<file path="src/rtl/pmr_pkg.sv">
package pmr_pkg;
   localparam int unsigned DATA_W = 32;
   localparam int unsigned SEL_W  = 3;
   localparam int unsigned NUM_SEL = 1 << SEL_W;

   localparam logic [SEL_W-1:0] SEL_CAP   = 3'd0;
   localparam logic [SEL_W-1:0] SEL_CTRL  = 3'd1;
   localparam logic [SEL_W-1:0] SEL_STAT  = 3'd2;
   localparam logic [SEL_W-1:0] SEL_SPLO  = 3'd3;
   localparam logic [SEL_W-1:0] SEL_SPHI  = 3'd4;

   localparam int unsigned CTRL_EN_BIT  = 0;
   localparam int unsigned SPLO_REQ_BIT = 1;
   localparam int unsigned ST_NRDY_BIT  = 0;
   localparam int unsigned ST_AINV_BIT  = 1;

   typedef struct packed {
      logic ctrl;
      logic splo;
      logic sphi;
   } pmr_strb_t;
endpackage

</file>
<file path="src/rtl/pmr_wr_decode.sv">
module pmr_wr_decode
   import pmr_pkg::*;
(
   input  logic             wr_en_i,
   input  logic             cap_present_i,
   input  logic [SEL_W-1:0] wr_sel_i,
   output pmr_strb_t        strb_o
);
   logic [NUM_SEL-1:0] hit;

   generate
      for (genvar g = 0; g < NUM_SEL; g++) begin : g_hit
         assign hit[g] = wr_en_i && cap_present_i && (wr_sel_i == SEL_W'(g));
      end
   endgenerate

   // capability, status and unused selects have no strobe: writes vanish
   assign strb_o.ctrl = hit[SEL_CTRL];
   assign strb_o.splo = hit[SEL_SPLO];
   assign strb_o.sphi = hit[SEL_SPHI];


   no_strobe_without_cap_chk: assert final (cap_present_i || (strb_o == '0));
endmodule

</file>
<file path="src/rtl/pmr_wrap_check.sv">
module pmr_wrap_check #(
   parameter logic [63:0] REGION_BYTES = 64'h0000_0000_0100_0000
) (
   input  logic [63:0] base_i,
   output logic        wrap_o
);
   logic [64:0] sum;

   generate
      if (REGION_BYTES == 64'd0) begin : g_bad_size
         initial $error("REGION_BYTES must be non-zero");
      end
   endgenerate

   assign sum    = {1'b0, base_i} + {1'b0, REGION_BYTES};
   assign wrap_o = sum[64];
endmodule

</file>
<file path="src/rtl/pmr_space_regs.sv">
module pmr_space_regs
   import pmr_pkg::*;
#(
   parameter int unsigned ADDR_SHIFT   = 12,
   parameter logic [63:0] REGION_BYTES = 64'h0000_0000_0100_0000
) (
   input  logic              clk_i,
   input  logic              rst_ni,
   input  logic              lo_wr_i,
   input  logic              hi_wr_i,
   input  logic              kill_i,
   input  logic [DATA_W-1:0] wr_data_i,
   output logic [63:0]       base_addr_o,
   output logic              base_valid_o,
   output logic              wrap_hit_o
);
   localparam int unsigned FIELD_W = DATA_W - ADDR_SHIFT;

   generate
      if (ADDR_SHIFT <= SPLO_REQ_BIT || ADDR_SHIFT >= DATA_W) begin : g_bad_shift
         initial $error("ADDR_SHIFT must lie above the request bit and below DATA_W");
      end
   endgenerate

   logic [DATA_W-1:0]  hi_q;
   logic [FIELD_W-1:0] lo_field_q;
   logic               valid_q;
   logic [63:0]        cand_base;
   logic               cand_wrap;

   assign cand_base = {hi_q, wr_data_i[DATA_W-1:ADDR_SHIFT], {ADDR_SHIFT{1'b0}}};

   pmr_wrap_check #(.REGION_BYTES(REGION_BYTES)) wrap_i (
      .base_i (cand_base),
      .wrap_o (cand_wrap)
   );

   assign wrap_hit_o = lo_wr_i && wr_data_i[SPLO_REQ_BIT] && cand_wrap;

   always_ff @(posedge clk_i) begin
      if (!rst_ni) begin
         hi_q       <= '0;
         lo_field_q <= '0;
         valid_q    <= 1'b0;
      end else begin
         if (hi_wr_i) hi_q <= wr_data_i;
         if (lo_wr_i) begin
            lo_field_q <= wr_data_i[DATA_W-1:ADDR_SHIFT];
            valid_q    <= wr_data_i[SPLO_REQ_BIT] && !cand_wrap;
         end else if (kill_i) begin
            valid_q    <= 1'b0;
         end
      end
   end

   assign base_addr_o  = {hi_q, lo_field_q, {ADDR_SHIFT{1'b0}}};
   assign base_valid_o = valid_q;


   lo_no_req_clears_chk: assert property (@(posedge clk_i) disable iff (!rst_ni)
      (lo_wr_i && !wr_data_i[SPLO_REQ_BIT]) |=> !base_valid_o);

   valid_rise_from_lo_chk: assert property (@(posedge clk_i) disable iff (!rst_ni)
      $rose(base_valid_o) |-> $past(lo_wr_i));

   hi_keeps_valid_chk: assert property (@(posedge clk_i) disable iff (!rst_ni)
      (hi_wr_i && !kill_i) |=> $stable(base_valid_o));
endmodule

</file>
<file path="src/rtl/pmr_ctrl_regs.sv">
module pmr_ctrl_regs
   import pmr_pkg::*;
#(
   parameter int unsigned ADDR_SHIFT   = 12,
   parameter logic [63:0] REGION_BYTES = 64'h0000_0000_0100_0000
) (
   input  logic        clk_i,
   input  logic        rst_ni,
   input  logic        cap_present_i,
   input  logic        wr_en_i,
   input  logic [2:0]  wr_sel_i,
   input  logic [31:0] wr_data_i,
   output logic        region_en_o,
   output logic [63:0] base_addr_o,
   output logic        base_valid_o,
   output logic [1:0]  status_o
);
   pmr_strb_t strb;
   logic      ctrl_off;
   logic      wrap_hit;
   logic      en_q;
   logic [1:0] st_q;

   pmr_wr_decode dec_i (
      .wr_en_i       (wr_en_i),
      .cap_present_i (cap_present_i),
      .wr_sel_i      (wr_sel_i),
      .strb_o        (strb)
   );

   assign ctrl_off = strb.ctrl && !wr_data_i[CTRL_EN_BIT];

   pmr_space_regs #(.ADDR_SHIFT(ADDR_SHIFT), .REGION_BYTES(REGION_BYTES)) space_i (
      .clk_i        (clk_i),
      .rst_ni       (rst_ni),
      .lo_wr_i      (strb.splo),
      .hi_wr_i      (strb.sphi),
      .kill_i       (ctrl_off),
      .wr_data_i    (wr_data_i),
      .base_addr_o  (base_addr_o),
      .base_valid_o (base_valid_o),
      .wrap_hit_o   (wrap_hit)
   );

   always_ff @(posedge clk_i) begin
      if (!rst_ni) begin
         en_q <= 1'b0;
         st_q <= 2'b01;
      end else if (strb.ctrl) begin
         if (wr_data_i[CTRL_EN_BIT]) begin
            en_q <= 1'b1;
            st_q <= 2'b00;
         end else begin
            en_q <= 1'b0;
            st_q[ST_NRDY_BIT] <= 1'b1;
         end
      end else if (wrap_hit) begin
         st_q[ST_AINV_BIT] <= 1'b1;
      end
   end

   assign region_en_o = en_q;
   assign status_o    = st_q;


   no_cap_frozen_chk: assert property (@(posedge clk_i) disable iff (!rst_ni)
      !cap_present_i |=> ($stable(region_en_o) && $stable(status_o)
                          && $stable(base_valid_o) && $stable(base_addr_o)));

   ctrl_on_chk: assert property (@(posedge clk_i) disable iff (!rst_ni)
      (wr_en_i && cap_present_i && wr_sel_i == SEL_CTRL && wr_data_i[0])
      |=> (region_en_o && status_o == 2'b00));

   ctrl_off_chk: assert property (@(posedge clk_i) disable iff (!rst_ni)
      (wr_en_i && cap_present_i && wr_sel_i == SEL_CTRL && !wr_data_i[0])
      |=> (!region_en_o && status_o[0] && !base_valid_o));

   wrap_flag_chk: assert property (@(posedge clk_i) disable iff (!rst_ni)
      $rose(status_o[1]) |-> !base_valid_o);
endmodule

</file>
<file path="config.mk">
export PLATFORM = sky130hd
export DESIGN_NAME = pmr_ctrl_regs
export DESIGN_NICKNAME = d
export VERILOG_FILES = /design/src/rtl/pmr_pkg.sv /design/src/rtl/pmr_wr_decode.sv /design/src/rtl/pmr_wrap_check.sv /design/src/rtl/pmr_space_regs.sv /design/src/rtl/pmr_ctrl_regs.sv
export SDC_FILE = /design/constraint.sdc
export NUM_CORES = 1
export LEC_CHECK = 0
export BUFFER_PORTS_ARGS = -buffer_cell sky130_fd_sc_hd__buf_2
export CAP_MARGIN = 25
export CORE_ASPECT_RATIO = 2
export CORE_MARGIN = 5
export CORE_UTILIZATION = 35
export CTS_BUF_LIST = sky130_fd_sc_hd__clkbuf_4 sky130_fd_sc_hd__clkbuf_8 sky130_fd_sc_hd__clkbuf_16
export DETAILED_ROUTE_END_ITERATION = 10
export PLACE_DENSITY_LB_ADDON = 0.2
export SLEW_MARGIN = 25
export SYNTH_ARGS = -nofsm -noshare
export SYNTH_HDL_FRONTEND = slang
export SYNTH_SLANG_ARGS = --single-unit
</file>
<file path="constraint.sdc">
create_clock -name clk_i -period 1.35 [get_ports clk_i]
set_input_delay 0.2025 -clock clk_i [delete_from_list [all_inputs] [get_ports clk_i]]
set_output_delay 0.2025 -clock clk_i [all_outputs]
set_load 0.02 [all_outputs]
</file>
======== After elaboration in Yosys (flattened, before gate mapping) ========
Cells that the tools add are included.
W data, S select, Z words.
operators by class
  add/subtract/negate cells ............... 1
  mux-type cells .......................... 7
  equal/unequal tests ..................... 4
  reductions and logical operators ........ 13
operator list
  cell                      number
  $add A64 B25 Y65 const B  1
  $logic_and A1 B1 Y1       8
  $mux W1                   7
  $reduce_bool A2 Y1        2
  $eq A3 B1 Y1 const B      1
  $eq A3 B2 Y1 const B      1
  $eq A3 B3 Y1 const B      1
  $logic_not A1 Y1          2
  $ne A2 B2 Y1 const B      1
  $reduce_and A2 Y1         1
word-level totals
  bits in registers ....................... 56
  output and inout bits ................... 68
  input port bits ......................... 39
  word-level logic and storage cells ...... 31

======== Logic depth before layout (Yosys ltp) ========
Gate-level depths: netlist of the first run.
  depth in word-level cells ............... 6
  depth in mapped cells ................... 6
  gate-level depth less buffers ........... 4

======== Modules after synthesis ========
A second synthesis of the first run with hierarchy kept.
second synthesis, totals
  cell total of the unflattened synthesis .. 216
  area total of the unflattened synthesis .. 2417.3 um^2
by module, submodules not included
  module          times used  seq. area each (um^2)  area an instance (um^2)  cells each
  pmr_space_regs  1           1061.0                 2165.8                   186
  pmr_ctrl_regs   1           60.1                   113.9                    12
  pmr_wrap_check  1           0.0                    90.1                     13
  pmr_wr_decode   1           0.0                    47.5                     5

======== Worst setup path after synthesis of the first run ========
OpenSTA, ideal clock, no wires.
  kind .................................... register -> register
  start ................................... register space_i.hi_q[0]
  end ..................................... register space_i.valid_q (netlist: space_i.base_valid_o)
  setup time .............................. 0.122 ns
  path buffers ............................ 0
  arrival ................................. 1.142 ns
  stages on the path, launching flop included .. 5
  period minus slack after synthesis ...... 1.264 ns
  setup slack ............................. 0.086 ns
  required time ........................... 1.228 ns
  cell sequence ........................... dfxtp_1 > nand4_1 > nor4_1 > a311o_1 > a21boi_1
between the ends
  longest elaborated chain between the ends .. 4
RTL lines
  item                      line                  source
  start: declaration        pmr_space_regs.sv:25  logic [DATA_W-1:0] hi_q;
  start signal: assignment  pmr_space_regs.sv:46  if (hi_wr_i) hi_q <= wr_data_i;
  $add A64 B25 Y65          pmr_wrap_check.sv:15  assign sum = {1'b0, base_i} + {1'b0, REGION_BYTES};
  $logic_not A1 Y1          pmr_space_regs.sv:49  valid_q <= wr_data_i[SPLO_REQ_BIT] && !cand_wrap;
  $logic_and A1 B1 Y1       pmr_space_regs.sv:49
  $mux W1                   pmr_space_regs.sv:47  if (lo_wr_i) begin
  end signal: assignment    pmr_space_regs.sv:49
  end: declaration          pmr_space_regs.sv:27  logic valid_q;
No other way between the ends.
A chain may end at the register's enable or synchronous reset.

======== Worst setup path after layout of the first run ========
  start ................................... register space_i.hi_q[26]
  end ..................................... register space_i.valid_q (netlist: space_i.base_valid_o)
The elaborated chain is that of the path after synthesis.

==> out/metrics.cfg, run 1 <==
[outcome]
status = complete, no violations

[setup_path]
start_kind = flip-flop
crit_family = simple AND/OR/NAND/NOR gates
reg2regPathDepth = 4
max_stage_delay_ns = 0.36
critPathSlowestCell = nor4_4
cp.arrival_ns = 1.42
worstPathCellList = nand4_1 > nor4_4 > a311o_1 > a21boi_1
critPathMaxFanout = 3
path_buf_inv = 0
crit_type = flip-flop to flip-flop
path_depth = 4
cp.required_ns = 1.52
cp-end-kind = flip-flop

[logic_synthesis]
synth_area_leader_cell = dfxtp_1
ys_seq_area_share_pct = 48.96
netlist_top_cells_area = dfxtp_1 (49%), nand2_1 (17%), a21boi_0 (15%), buf_4 (3.9%), nand4_1 (3.0%)
synth-seq-cells = 56
synth_xor_area_share_pct = 0
ys_types = 22
muxShareOfSynthArea_pct = 0
synthArstFlopShare_pct = 0
synth_edf_count = 0
synth.avg_cell_area_um2 = 8.266
yosys.area_share.adder_pct = 0
synth.cell_area_mm2 = 0.002290
ys_warn_count = 0
yosys_most_used_dff = dfxtp_1
synth_top_area_share_pct = 48.96
syn_inst = 277
synth_compound_area_share_pct = 18.85
synth_top_family_by_area = simple AND/OR/NAND/NOR gates
synth_simple_gate_area_share_pct = 24.54

[routing]
via_count = 2098
ant_nets = 0
wl_per_cell_um = 13.61
drt_iter0_markers = 64
wl_mm = 6.235
firstDrtPassIters = 4
drc = 0
vias_per_cell = 4.581

[finish]
nFillCells = 687
final_cell_mix = nand2_1 (105), buf_2 (94), dfxtp_1 (53), a21boi_0 (46), conb_1 (12)
drive_gt1_share_pct = 32.26
regArea_mm2 = 0.001125
finalNetCount = 410
syn_to_final_growth_pct = 32.84
fin_area_mm2 = 0.003042
multi_input_area_mm2 = 0.001062
layout_commonest_cell = nand2_1
diodes = 0

[sta]
rsz0062_at_grt = false
setup_ws_ns = 0.09823
skew_ns = 0.004822
fmax_ghz = 0.7989
setup_viol = 0
slew_viol_final = 0
min_period_over_period_pct = 92.72
period_minus_slack_ns = 1.252
hold_viol = 0

[placed_design]
dp_hpwl_mm = 4.813
place_area_mm2 = 0.002868
dp_slack_ns = -0.04940
place_congestion = 0.7047
port_buffers = 94

[floorplan]
die_w_um = 67.19
core_region_area_mm2 = 0.006361
start_util_pct = 36.00
die_area_mm2 = 0.008357
die_y_um = 124.4
rows = 41
num_io_pins = 107

[clocking]
cts-buffers-inserted = 5
clk_latency_ns = 0.29
h-tree-depth = 2
clk_pin_slew_ns = 0.07
cts.sinks = 56
cts_max_path_buffers = 2
cts_tree = done
cts_setup_buffers = 0
clockRootBuffer = clkbuf_16

[grt]
grt_max_degree = 33
antenna_found_initial = 0
grt_remaining_overflow = 0
grt_pass1_vias = 2047
grt_pass1_wl_mm = 9.811
grt_usage_pct = 15.09

[hold_path]
hp-class = input port to flip-flop
hold_depth = 3

[power_and_ir_drop]
netSwitchingPower_mw = 0.7415
p_leak_nw = 1.323
sw_frac_of_total_pct = 22.80
p_int_mw = 2.511
power.share.clock_pct = 40.1
powerDensity_mw_per_mm2 = 1069
seqPwrFrac_pct = 51.8
ir_worst_vdd_v = 0.0007671
p_comb_share_pct = 8.1

[job]
drv_cap = 0

-- per-stage QoR --
stage	hold slack [ns]	total power [mW]	std cells	util (%)	TNS (ns)
5_1_grt	0.1611	3.377	458	47.82	0
3_5_place_dp	0.4537	1.988	450	45.08	-0.04940
4_1_cts	0.1541	3.287	458	47.52	0
2_1_floorplan	0.3374	1.879	288	-	0
3_3_place_gp	0.4453	1.987	450	45.08	0
6_report	0.1615	3.252	458	47.82	0
-- path summary, 6_finish.rpt --
kind	start	end	slack (ns)
min	wr_data_i[9]	space_i.hi_q[9]	0.16
max reg2reg	space_i.hi_q[26]	space_i.base_valid_o	0.1
max	space_i.hi_q[26]	space_i.base_valid_o	0.1
min reg2reg	space_i.lo_field_q[16]	space_i.lo_field_q[16]	0.46
-- power by group through the flow --
| stage | Clock (mW) | Combinational, mW | Sequential [mW] |
|---|---|---|---|
| 6_report | 1.31 | 0.263 | 1.68 |
| 4_1_cts | 1.34 | 0.266 | 1.68 |
| 5_1_grt | 1.40 | 0.287 | 1.69 |
| 3_5_place_dp | 0 | 0.265 | 1.72 |
| 2_1_floorplan | 0 | 0.132 | 1.75 |
| 3_3_place_gp | 0 | 0.265 | 1.72 |
-- per-layer routing --
layer	part of all wire, %	global-route usage, %	wire length [um]	vias to the layer above
met5	0	0	0	-
li1	-	-	-	1075
met2	57	29.29	3564	56
met3	5.4	2.888	335	4
met1	37	15.17	2285	963
met4	0.79	4.426	49	0
-- cell type report --
cell class | instances | share of cell area [%]
flip-flops and latches | 56 | 36.98
multi-input cells | 201 | 34.92
repair buffers | 105 | 19.42
clock buffers | 6 | 4.566
well taps | 86 | 3.538
clock inverters | 2 | 0.3291
inverters | 2 | 0.2468
-- flip-flops by register name, summed over array words and instances, names as in the netlist --
register              count
space_i.hi_q             32
space_i.base_valid_o      1
space_i.lo_field_q       20
status_o                  2
region_en_o               1
-- cell usage after synthesis (2+ instances only) --
cell type / count
nand2_1: 105
dfxtp_1: 56
a21boi_1: 7
nand3_1: 2
buf_2: 8
nor2_1: 5
inv_1: 2
buf_4: 12
clkbuf_1: 9
nand4_1: 11
nor4_1: 2
o21ai_0: 2
nor2b_1: 2
a21boi_0: 46
-- logic make-up (layout without fill, tap and decap cells) --
logic type             Yosys count  in the layout
AOI/OAI and AO/OA               58             58
other                            1             12
DFF                             56             56
buffers and inverters           31            115
and+or+nand+nor                131            131
-- worst reg2reg max path, delay by kind of cell, from the launching register on --
family	cells	cell delay [ns]
AO/OA/AOI/OAI	2	0.27
flip-flops	1	0.34
AND/OR/NAND/NOR	2	0.52
-- timing repair --
item	in CTS	in global routing
setup endpoints to repair	1	1
hold buffers	0	0
endpoints found under the hold margin	0	0
gates resized for setup	1	5
pin swaps	0	3
No activity file was read; power rests on OpenSTA's default activity.
==> run 2, diff against run 1 <==
Settings changed: CORE_UTILIZATION 35 to 49.
Clock period 1.35 ns to 1.6 ns, I/O delays scaled along.
==> run 2 against run 1 <==
  * Routed wire length shrank 6.2%
  * Worst hold slack better by 0.019 ns
  * Clock skew up 0.00065 ns
  * Combinational power is 20% lower
  * First-iteration DRC count decreased by 33%
  * Non-clock buffer count is 3 lower
  * Critical path depth did not move
  * Maximum frequency down 9.6%
  * Final cell count down 7.6%
  * Sequential share of layout area increased by 2.2 points
  * Critical endpoint unchanged
==> out/metrics.cfg, run 2 (synthesized netlist as in run 1, its figures left out) <==
[setup_path]
cp-end-kind = flip-flop
cp.required_ns = 1.79
path_buf_inv = 0
start_kind = flip-flop
cp.arrival_ns = 1.58
crit_type = flip-flop to flip-flop
crit_family = simple AND/OR/NAND/NOR gates
critPathSlowestCell = nor4_1
critPathMaxFanout = 3
max_stage_delay_ns = 0.49
worstPathCellList = nand4_1 > nor4_1 > a311o_1 > a21boi_1

[clocking]
cts_resized = 0
clk_pin_slew_ns = 0.09
h-tree-depth = 2
cts_tree = done
hold_buffers = 0
cts_setup_buffers = 0
clockRootBuffer = clkbuf_8
clk_latency_ns = 0.30
cts_max_path_buffers = 2
cts.sinks = 56
cts-buffers-inserted = 5

[sta]
setup_viol = 0
skew_ns = 0.005477
fmax_ghz = 0.7222
hold_viol = 0
min_period_over_period_pct = 86.54
slew_viol_final = 0
period_minus_slack_ns = 1.385
tns_ns = 0
rsz0062_at_grt = false

[routing]
vias_per_cell = 4.969
wl_mm = 5.851
wl_per_cell_um = 13.83
drt_iter0_markers = 43
via_count = 2102
firstDrtPassIters = 2
drc = 0
ant_nets = 0

[finish]
largest_reg_flops = 32
syn_to_final_growth_pct = 24.92
nFillCells = 460
largest_register = space_i.hi_q
final_cell_mix = nand2_1 (105), buf_2 (94), dfxtp_1 (56), a21boi_0 (46), conb_1 (12)
post_layout_nonfiller_instances = 423
finalNetCount = 407
diodes = 0
layout_commonest_cell = nand2_1
drive_gt1_share_pct = 29.89

[grt]
antenna_found_initial = 0
grt_pass1_vias = 2048
grt_pass1_wl_mm = 9.432
grt_remaining_overflow = 0
grt_max_degree = 58
grt_usage_pct = 19.39

[floorplan]
num_io_pins = 107
rows = 35
die_w_um = 58.34
core_region_area_mm2 = 0.004554
die_area_mm2 = 0.006223
die_y_um = 106.7
start_util_pct = 50.27

[placed_design]
place_congestion = 0.7546
dp_hpwl_mm = 4.455
port_buffers = 94
place_inst = 416

[power_and_ir_drop]
powerDensity_mw_per_mm2 = 824.1
p_leak_nw = 1.248
ir_worst_vdd_v = 0.0007005

[hold_path]
hp-class = input port to flip-flop

[job]
drv_cap = 0

[outcome]
status = complete, no violations

[run 2: cell types whose count changed in the layout (fill, tap and decap cells not counted), moves of 2 or more]
cell	delta
dfxtp_1	+3
buf_12	-2
clkbuf_8	+4
dfxtp_2	-3
nor4_1	+2
clkbuf_16	-5
[run 2: area by class of cell]
cell class                      count  area [um2]  area share (%)
Clock buffer                        6       76.32           2.668
Clock inverter                      1       5.005          0.1750
Inverter                            2       7.507          0.2625
Multi-Input combinational cell    201        1039           36.31
Sequential cell                    56        1121           39.20
Tap cell                           55       68.82           2.406
Timing Repair Buffer              102       543.0           18.99
[run 2: power breakdown]
part	internal [mW]	switching (mW)	leakage, nW
combinational	0.0833	0.127	0.752
sequential	1.41	0.0109	0.452
clock	0.316	0.410	0.0445
total	1.81	0.548	1.25
[run 2: stage by stage]
step | instance area (um2) | hold WS [ns] | util, % | power (mW) | setup slack (ns)
2_1_floorplan | 2331 | 0.3749 | - | 1.586 | 0.3365
3_3_place_gp | 2779 | 0.4467 | 61.02 | 1.663 | 0.2946
3_5_place_dp | 2779 | 0.4540 | 61.02 | 1.665 | 0.2715
4_1_cts | 2860 | 0.1691 | 62.80 | 2.390 | 0.2329
5_1_grt | 2860 | 0.1659 | 62.80 | 2.466 | 0.1450
6_report | 2860 | 0.1806 | 62.80 | 2.357 | 0.2154
[run 2: metal layers]
layer	up-vias	share of wire (%)	GRT usage (%)
li1	1070	-	-
met1	964	37	20.33
met2	62	55	36.64
met3	6	6.5	3.735
met4	0	1.5	6.468
met5	-	0	0
[run 2: final timing paths]
| kind | startpoint | to | slack [ns] | cells past startpoint |
|---|---|---|---|---|
| worst max-delay path | space_i.hi_q[0] | space_i.base_valid_o | 0.22 | 4 |
| worst min-delay path | wr_data_i[13] | space_i.hi_q[13] | 0.18 | 3 |
| worst max register to register | space_i.hi_q[0] | space_i.base_valid_o | 0.22 | 4 |
| worst min register to register | space_i.lo_field_q[4] | space_i.lo_field_q[4] | 0.46 | 2 |
[run 2: worst reg2reg max path, cell delays in order (launching register included)]
cell and delay (ns):
dfxtp_1 0.37, nand4_1 0.13, nor4_1 0.49, a311o_1 0.24, a21boi_1 0.06
